--- config.mk ---
export PLATFORM = sky130hd
export DESIGN_NAME = dpll_core
export DESIGN_NICKNAME = d
export VERILOG_FILES = /design/src/rtl/dpll_pkg.sv /design/src/rtl/dpll_phase_det.sv /design/src/rtl/dpll_loop_filter.sv /design/src/rtl/dpll_lock_det.sv /design/src/rtl/dpll_nco.sv /design/src/rtl/dpll_core.sv
export SDC_FILE = /design/constraint.sdc
export NUM_CORES = 1
export LEC_CHECK = 0
export BUFFER_PORTS_ARGS = -buffer_cell sky130_fd_sc_hd__buf_2
export CAP_MARGIN = 5
export CORE_MARGIN = 5
export CORE_UTILIZATION = 50
export DETAILED_ROUTE_END_ITERATION = 16
export GPL_TIMING_DRIVEN = 0
export PLACE_DENSITY = 0.78
export REMOVE_ABC_BUFFERS = 1
export SYNTH_ARGS = -nofsm -noshare
export SYNTH_HDL_FRONTEND = slang
export SYNTH_SLANG_ARGS = --single-unit
--- constraint.sdc ---
create_clock -name clk -period 23.3 [get_ports clk]
set_input_delay 4.66 -clock clk [delete_from_list [all_inputs] [get_ports clk]]
set_output_delay 4.66 -clock clk [all_outputs]
set_load 0.1 [all_outputs]
--- src/rtl/dpll_pkg.sv ---
package dpll_pkg;

    localparam int ERR_W = 8;

    typedef enum logic {
        PD_IDLE,
        PD_WAIT
    } pd_state_t;

    typedef struct packed {
        logic                    valid;
        logic signed [ERR_W-1:0] value;
    } err_sample_t;

    // Clamp a signed value to the range of a w-bit two's complement word.
    function automatic logic signed [31:0] sat_to(input logic signed [31:0] v, input int w);
        logic signed [31:0] hi;
        logic signed [31:0] lo;
        hi = (32'sd1 <<< (w - 1)) - 32'sd1;
        lo = -hi - 32'sd1;
        if (v > hi) return hi;
        if (v < lo) return lo;
        return v;
    endfunction

    function automatic logic [ERR_W-1:0] err_mag(input logic signed [ERR_W-1:0] e);
        return e[ERR_W-1] ? ERR_W'(-e) : ERR_W'(e);
    endfunction

endpackage

--- src/rtl/dpll_phase_det.sv ---
module dpll_phase_det
    import dpll_pkg::*;
(
    input  logic              clk,
    input  logic              rst,
    input  logic              ref_ev,
    input  logic              fb_ev,
    input  logic [ERR_W-2:0]  half_window,
    output err_sample_t       smp
);

    localparam logic [ERR_W-1:0] AGE_MAX = '1;

    pd_state_t        state_q;
    logic [ERR_W-1:0] since_fb_q;
    logic [ERR_W-1:0] wait_cnt_q;
    logic [ERR_W-1:0] limit;

    assign limit = {1'b0, half_window};

    always_ff @(posedge clk) begin
        if (rst) begin
            state_q    <= PD_IDLE;
            since_fb_q <= AGE_MAX;
            wait_cnt_q <= '0;
            smp        <= '0;
        end else begin
            smp.valid  <= 1'b0;
            since_fb_q <= fb_ev ? ERR_W'(1) :
                          ((since_fb_q == AGE_MAX) ? since_fb_q : since_fb_q + 1'b1);
            if (ref_ev && fb_ev) begin
                smp.valid <= 1'b1;
                smp.value <= '0;
                state_q   <= PD_IDLE;
            end else if (ref_ev) begin
                if (since_fb_q <= limit) begin
                    // oscillator edge came first: it leads
                    smp.valid <= 1'b1;
                    smp.value <= -$signed(since_fb_q);
                    state_q   <= PD_IDLE;
                end else begin
                    state_q    <= PD_WAIT;
                    wait_cnt_q <= ERR_W'(1);
                end
            end else if (state_q == PD_WAIT) begin
                if (fb_ev || (wait_cnt_q >= limit)) begin
                    // oscillator lags, or the window ran out
                    smp.valid <= 1'b1;
                    smp.value <= $signed(wait_cnt_q);
                    state_q   <= PD_IDLE;
                end else begin
                    wait_cnt_q <= wait_cnt_q + 1'b1;
                end
            end
        end
    end

    assert_err_clamp_R4: assert property (@(posedge clk) disable iff (rst)
        smp.valid |-> (($signed(smp.value) <= $signed(limit)) &&
                       ($signed(smp.value) >= -$signed(limit))))
        else $error("phase error outside the clamp window");

endmodule

--- src/rtl/dpll_loop_filter.sv ---
module dpll_loop_filter
    import dpll_pkg::*;
#(
    parameter int INT_W      = 12,
    parameter int CTRL_W     = 10,
    parameter int LEAK_SHIFT = 3
) (
    input  logic                     clk,
    input  logic                     rst,
    input  err_sample_t              smp,
    input  logic [3:0]               kp_shift,
    input  logic [3:0]               ki_shift,
    input  logic                     leak_en,
    output logic signed [CTRL_W-1:0] ctrl_word
);

    logic signed [INT_W-1:0]  acc_q;
    logic signed [INT_W-1:0]  leaked;
    logic signed [INT_W-1:0]  acc_n;
    logic signed [CTRL_W-1:0] ctrl_n;
    logic signed [ERR_W-1:0]  e;

    assign e = smp.value;

    always_comb begin
        leaked = leak_en ? (acc_q - (acc_q >>> LEAK_SHIFT)) : acc_q;
        acc_n  = INT_W'(sat_to(32'(leaked) + 32'(e), INT_W));
        ctrl_n = CTRL_W'(sat_to(32'(acc_n >>> ki_shift) + 32'(e >>> kp_shift), CTRL_W));
    end

    always_ff @(posedge clk) begin
        if (rst) begin
            acc_q     <= '0;
            ctrl_word <= '0;
        end else if (smp.valid) begin
            acc_q     <= acc_n;
            ctrl_word <= ctrl_n;
        end
    end

    assert_ctrl_hold_R10: assert property (@(posedge clk) disable iff (rst)
        (!$past(rst) && !$past(smp.valid)) |-> $stable(ctrl_word))
        else $error("control word moved without a sample");

    assert_acc_hold_R5: assert property (@(posedge clk) disable iff (rst)
        (!$past(rst) && !$past(smp.valid)) |-> $stable(acc_q))
        else $error("integrator moved without a sample");

endmodule

--- src/rtl/dpll_lock_det.sv ---
module dpll_lock_det
    import dpll_pkg::*;
#(
    parameter int LOCK_RUN = 16
) (
    input  logic              clk,
    input  logic              rst,
    input  err_sample_t       smp,
    input  logic [ERR_W-2:0]  lock_thresh,
    output logic              locked
);

    localparam int CW = $clog2(LOCK_RUN + 1);
    localparam logic [CW-1:0] RUN_END  = CW'(LOCK_RUN);
    localparam logic [CW-1:0] RUN_LAST = CW'(LOCK_RUN - 1);

    logic [CW-1:0] run_q;
    logic          small_err;

    assign small_err = err_mag(smp.value) < {1'b0, lock_thresh};

    always_ff @(posedge clk) begin
        if (rst) begin
            run_q  <= '0;
            locked <= 1'b0;
        end else if (smp.valid) begin
            if (small_err) begin
                if (run_q != RUN_END) run_q <= run_q + 1'b1;
                locked <= (run_q >= RUN_LAST);
            end else begin
                run_q  <= '0;
                locked <= 1'b0;
            end
        end
    end

    assert_lock_on_sample_R9: assert property (@(posedge clk) disable iff (rst)
        $rose(locked) |-> $past(smp.valid))
        else $error("lock rose without a sample");

endmodule

--- src/rtl/dpll_nco.sv ---
module dpll_nco #(
    parameter int ACC_W  = 16,
    parameter int CTRL_W = 10
) (
    input  logic                     clk,
    input  logic                     rst,
    input  logic [ACC_W-1:0]         nom_step,
    input  logic signed [CTRL_W-1:0] ctrl_word,
    output logic                     pulse
);

    localparam logic signed [31:0] INC_MAX = (32'sd1 <<< ACC_W) - 32'sd1;

    logic [ACC_W-1:0]   phase_q;
    logic [ACC_W-1:0]   inc;
    logic [ACC_W:0]     sum;
    logic signed [31:0] inc_w;

    always_comb begin
        inc_w = $signed(32'(nom_step)) + 32'(ctrl_word);
        if (inc_w < 0)            inc = '0;
        else if (inc_w > INC_MAX) inc = '1;
        else                      inc = ACC_W'(inc_w);
        sum = {1'b0, phase_q} + {1'b0, inc};
    end

    always_ff @(posedge clk) begin
        if (rst) begin
            phase_q <= '0;
            pulse   <= 1'b0;
        end else begin
            phase_q <= sum[ACC_W-1:0];
            pulse   <= sum[ACC_W];
        end
    end

    assert_carry_wrap_R2: assert property (@(posedge clk) disable iff (rst)
        (!$past(rst) && pulse) |-> (phase_q < $past(inc)))
        else $error("pulse without phase wrap");

    assert_no_carry_R3: assert property (@(posedge clk) disable iff (rst)
        (!$past(rst) && !pulse) |-> (phase_q >= $past(inc)))
        else $error("phase wrapped without pulse");

endmodule

--- src/rtl/dpll_core.sv ---
module dpll_core
    import dpll_pkg::*;
#(
    parameter int ACC_W      = 16,
    parameter int INT_W      = 12,
    parameter int CTRL_W     = 10,
    parameter int LEAK_SHIFT = 3,
    parameter int DIV_N      = 2,
    parameter int LOCK_RUN   = 16
) (
    input  logic                     clk,
    input  logic                     rst,
    input  logic                     ref_in,
    input  logic [ACC_W-1:0]         nom_step,
    input  logic [ERR_W-2:0]         half_window,
    input  logic [3:0]               kp_shift,
    input  logic [3:0]               ki_shift,
    input  logic                     leak_en,
    input  logic [ERR_W-2:0]         lock_thresh,
    output logic                     clk_en,
    output logic signed [CTRL_W-1:0] ctrl_word,
    output logic                     locked
);

    err_sample_t smp;
    logic        osc_pulse;
    logic        fb_ev;

    dpll_phase_det u_pd (
        .clk         (clk),
        .rst         (rst),
        .ref_ev      (ref_in),
        .fb_ev       (fb_ev),
        .half_window (half_window),
        .smp         (smp)
    );

    dpll_loop_filter #(
        .INT_W      (INT_W),
        .CTRL_W     (CTRL_W),
        .LEAK_SHIFT (LEAK_SHIFT)
    ) u_filt (
        .clk       (clk),
        .rst       (rst),
        .smp       (smp),
        .kp_shift  (kp_shift),
        .ki_shift  (ki_shift),
        .leak_en   (leak_en),
        .ctrl_word (ctrl_word)
    );

    dpll_lock_det #(
        .LOCK_RUN (LOCK_RUN)
    ) u_lock (
        .clk         (clk),
        .rst         (rst),
        .smp         (smp),
        .lock_thresh (lock_thresh),
        .locked      (locked)
    );

    dpll_nco #(
        .ACC_W  (ACC_W),
        .CTRL_W (CTRL_W)
    ) u_nco (
        .clk       (clk),
        .rst       (rst),
        .nom_step  (nom_step),
        .ctrl_word (ctrl_word),
        .pulse     (osc_pulse)
    );

    assign clk_en = osc_pulse;

    generate
        if (DIV_N > 1) begin : g_div
            localparam int DW = $clog2(DIV_N);
            localparam logic [DW-1:0] LAST = DW'(DIV_N - 1);
            logic [DW-1:0] div_q;

            always_ff @(posedge clk) begin
                if (rst)            div_q <= '0;
                else if (osc_pulse) div_q <= (div_q == LAST) ? '0 : div_q + 1'b1;
            end

            assign fb_ev = osc_pulse && (div_q == LAST);

            assert_div_spacing_R8: assert property (@(posedge clk) disable iff (rst)
                fb_ev |=> !fb_ev)
                else $error("feedback edges on adjacent clocks with divider active");
        end else begin : g_nodiv
            assign fb_ev = osc_pulse;
        end
    endgenerate

endmodule

==> flow_summary.json <==
{
  "synth.area.top_cells": "dfxtp_1 (19%), ha_1 (16%), a21oi_1 (6.1%), xnor2_1 (4.0%), o21ai_0 (3.9%)",
  "min_path_type": "reg2reg",
  "ir_worst_vdd_uv": 42.5,
  "cts-root-buf": "clkbuf_16",
  "cpMaxStageDelayCell": "mux2i_1",
  "power.leakage_nw": 3.75,
  "cts-hold-fix-buffers": 0,
  "synthMostInstantiatedCell": "ha_1",
  "rows": 44,
  "fin_cells": 1177,
  "fillers": 1379,
  "vias_per_cell": 5.79,
  "critPathArrivalTime_ns": 12.67,
  "drc": 0,
  "critPathMaxFanout": 15,
  "placed_cells": 1160,
  "fin_tns_setup_ns": 0,
  "drtIter0Drc": 380,
  "report.final.slew_viol_count": 0,
  "slowest_delay_ns": 0.99,
  "required_ns": 23.56,
  "port_buffers": 53,
  "finalCriticalPeriod_ns": 12.41,
  "io_pins": 54,
  "wl_per_cell_um": 14.9,
  "finalSetupViolCount": 0,
  "h-tree-depth": 3,
  "grtUsageTotal": 0.198,
  "rrSetupSlack_ns": 14.05,
  "grt_pass1_wl_mm": 29.6,
  "reg2reg_depth": 37,
  "core_sq_mm": 0.0146,
  "critPathLaunch": "leak_en",
  "r2r_end": "u_filt.ctrl_word[7]",
  "powerDensity_mw_per_mm2": 82.4,
  "firstDrtPassIters": 5,
  "async_reset_ff_frac": 0,
  "endpoint": "u_filt.ctrl_word[7]",
  "fin_ws_ns": 10.89,
  "ys_types": 74,
  "post-cts-setup-buffers": 0,
  "initial_core_util": 0.513,
  "grt.overflow.total": 0,
  "yosysTopAreaCellShare": 0.193,
  "r2r-start": "u_filt.acc_q[4]",
  "synthCells": 958,
  "gp_congestion": 0.885,
  "clk_latency_ns": 0.35,
  "synth_warnings": 0,
  "vias": 6819,
  "cts_tree": "done",
  "drive_gt1_frac": 0.108,
  "cts_max_path_buffers": 2,
  "drv_cap": 0,
  "antenna_left": 0,
  "worstSetupPathType": "in2reg",
  "ctsResizeCount": 0,
  "fp.dieH_um": 132,
  "synth_ff_type": "dfxtp_1",
  "area_growth_pct": 8.85,
  "clock_sinks": 72,
  "synth_edf_count": 0,
  "dp_hpwl_mm": 13.3,
  "clkSlewWorstSetupHoldPaths_ns": 0.06,
  "rsz0062_at_grt": "false",
  "dieArea_sq_mm": 0.0175,
  "tightestPinTransition_ns": 1.26,
  "status": "finished clean",
  "die_w_um": 132,
  "antenna_found_initial": 2,
  "grt_max_degree": 51,
  "wl_mm": 17.6,
  "avgSynthCellArea_sq_um": 7.81,
  "yosys.area.top_type": "dfxtp_1",
  "start_kind": "input pin",
  "clock_skew_ns": 0.00820,
  "pre_cts_slack_ns": 10.64,
  "hold_depth": 2,
  "min_period_over_period": 0.532,
  "hold_viol_final": 0,
  "nNetsFinal": 1135,
  "ys_seq_elements": 72,
  "fmax_ghz": 0.0806,
  "yosys-top-cells-count": "ha_1 (95), a21oi_1 (91), nand2_1 (78), nor2_1 (78), dfxtp_1 (72)",
  "first_global_vias": 6391,
  "numCtsBuffers": 9,
  "endpoint_kind": "register",
  "slew_headroom": 0.158,
  "synth.yosys.seq_area_share": 0.193,
  "syn_area_sq_mm": 0.00748
}
-- metal layers --
metal  GRT usage  vias to the layer above  routed length, um
met5           0                        -                  7
met4      0.0571                        2                278
met3      0.0469                       26                886
met2       0.327                      148               8070
met1       0.257                     3098               8320
li1            -                     3545                  -
-- worst max-delay path, delay by kind of cell --
| family | cells | cell delay [ns] |
|---|---|---|
| compound gates | 20 | 4.76 |
| fa+ha+maj | 3 | 1.12 |
| mux | 1 | 0.99 |
| simple gates | 3 | 0.59 |
| buf+inv | 2 | 0.53 |
-- cells in the final DEF, fill, tap and decap left out, drive strengths merged, types with 9 or more instances in the layout --
cell type / n
ha: 95
a21oi: 93
nand2: 78
nor2: 78
dfxtp: 72
inv: 71
o21ai: 59
buf: 54
xnor2: 34
a21o: 30
nor3: 30
xor2: 30
nand3: 23
a211oi: 21
a31oi: 15
and3: 13
mux2i: 12
or3: 11
fa: 11
o31ai: 11
nor2b: 10
nand2b: 10
clkbuf: 10
o21a: 9
-- layout make-up --
| cell class | instances | area (sq um) | share of cell area |
|---|---|---|---|
| Multi-Input combinational cell | 778 | 5620 | 0.691 |
| Sequential cell | 72 | 1440 | 0.177 |
| Timing Repair Buffer | 54 | 277 | 0.0340 |
| Inverter | 72 | 270 | 0.0332 |
| Tap cell | 184 | 230 | 0.0283 |
| Clock buffer | 10 | 229 | 0.0281 |
| Clock inverter | 6 | 68.8 | 0.00845 |
| Antenna cell | 1 | 2.50 | 0.000307 |
-- sequential cells by signal, summed over array words and instances (netlist names) --
| signal | cells |
|---|---|
| g_div.div_q | 1 |
| u_pd.since_fb_q | 8 |
| u_pd.state_q | 1 |
| u_lock.locked | 1 |
| u_nco.phase_q | 16 |
| u_pd.smp | 9 |
| u_filt.acc_q | 12 |
| u_nco.pulse | 1 |
| u_lock.run_q | 5 |
| u_filt.ctrl_word | 10 |
| u_pd.wait_cnt_q | 8 |
-- how the worst min path moves through the flow --
stage	startpoint	endpoint	slack, ns
global route	u_filt.acc_q[0]	u_filt.acc_q[0]	0.50
floorplan	u_filt.acc_q[0]	u_filt.acc_q[0]	0.45
finish	u_filt.acc_q[0]	u_filt.acc_q[0]	0.48
detailed placement	u_filt.acc_q[0]	u_filt.acc_q[0]	0.48
CTS	u_filt.acc_q[0]	u_filt.acc_q[0]	0.48
global placement	u_filt.acc_q[0]	u_filt.acc_q[0]	0.47
-- cell families (layout without fill, tap and decap cells) --
| logic type | Yosys count | in the layout | synth area share |
|---|---|---|---|
| AO/OA/AOI/OAI | 296 | 296 | 0.261 |
| AND/OR/NAND/NOR | 286 | 286 | 0.181 |
| buffers and inverters | 108 | 142 | 0.0555 |
| adder cells (fa/ha/maj) | 106 | 106 | 0.188 |
| flip-flops | 72 | 72 | 0.193 |
| XOR/XNOR | 64 | 64 | 0.0749 |
| multiplexers | 26 | 26 | 0.0462 |
| other | 0 | 1 | 0 |
-- per-stage QoR --
step           instance area (sq um)  hold WS, ns  power [mW]   util
2_1_floorplan                   7340        0.448       0.456      -
3_3_place_gp                    7830        0.470       0.519  0.537
3_5_place_dp                    7840        0.476       0.529  0.538
4_1_cts                         8140        0.484       0.673  0.558
5_1_grt                         8140        0.502       0.731  0.558
6_report                        8140        0.482       0.671  0.558
-- power by group --
part           switching (mW)  internal [mW]
sequential             0.0218          0.145
combinational           0.206          0.157
clock                  0.0571         0.0835
Note: power is estimated with default switching activity, not from simulation.
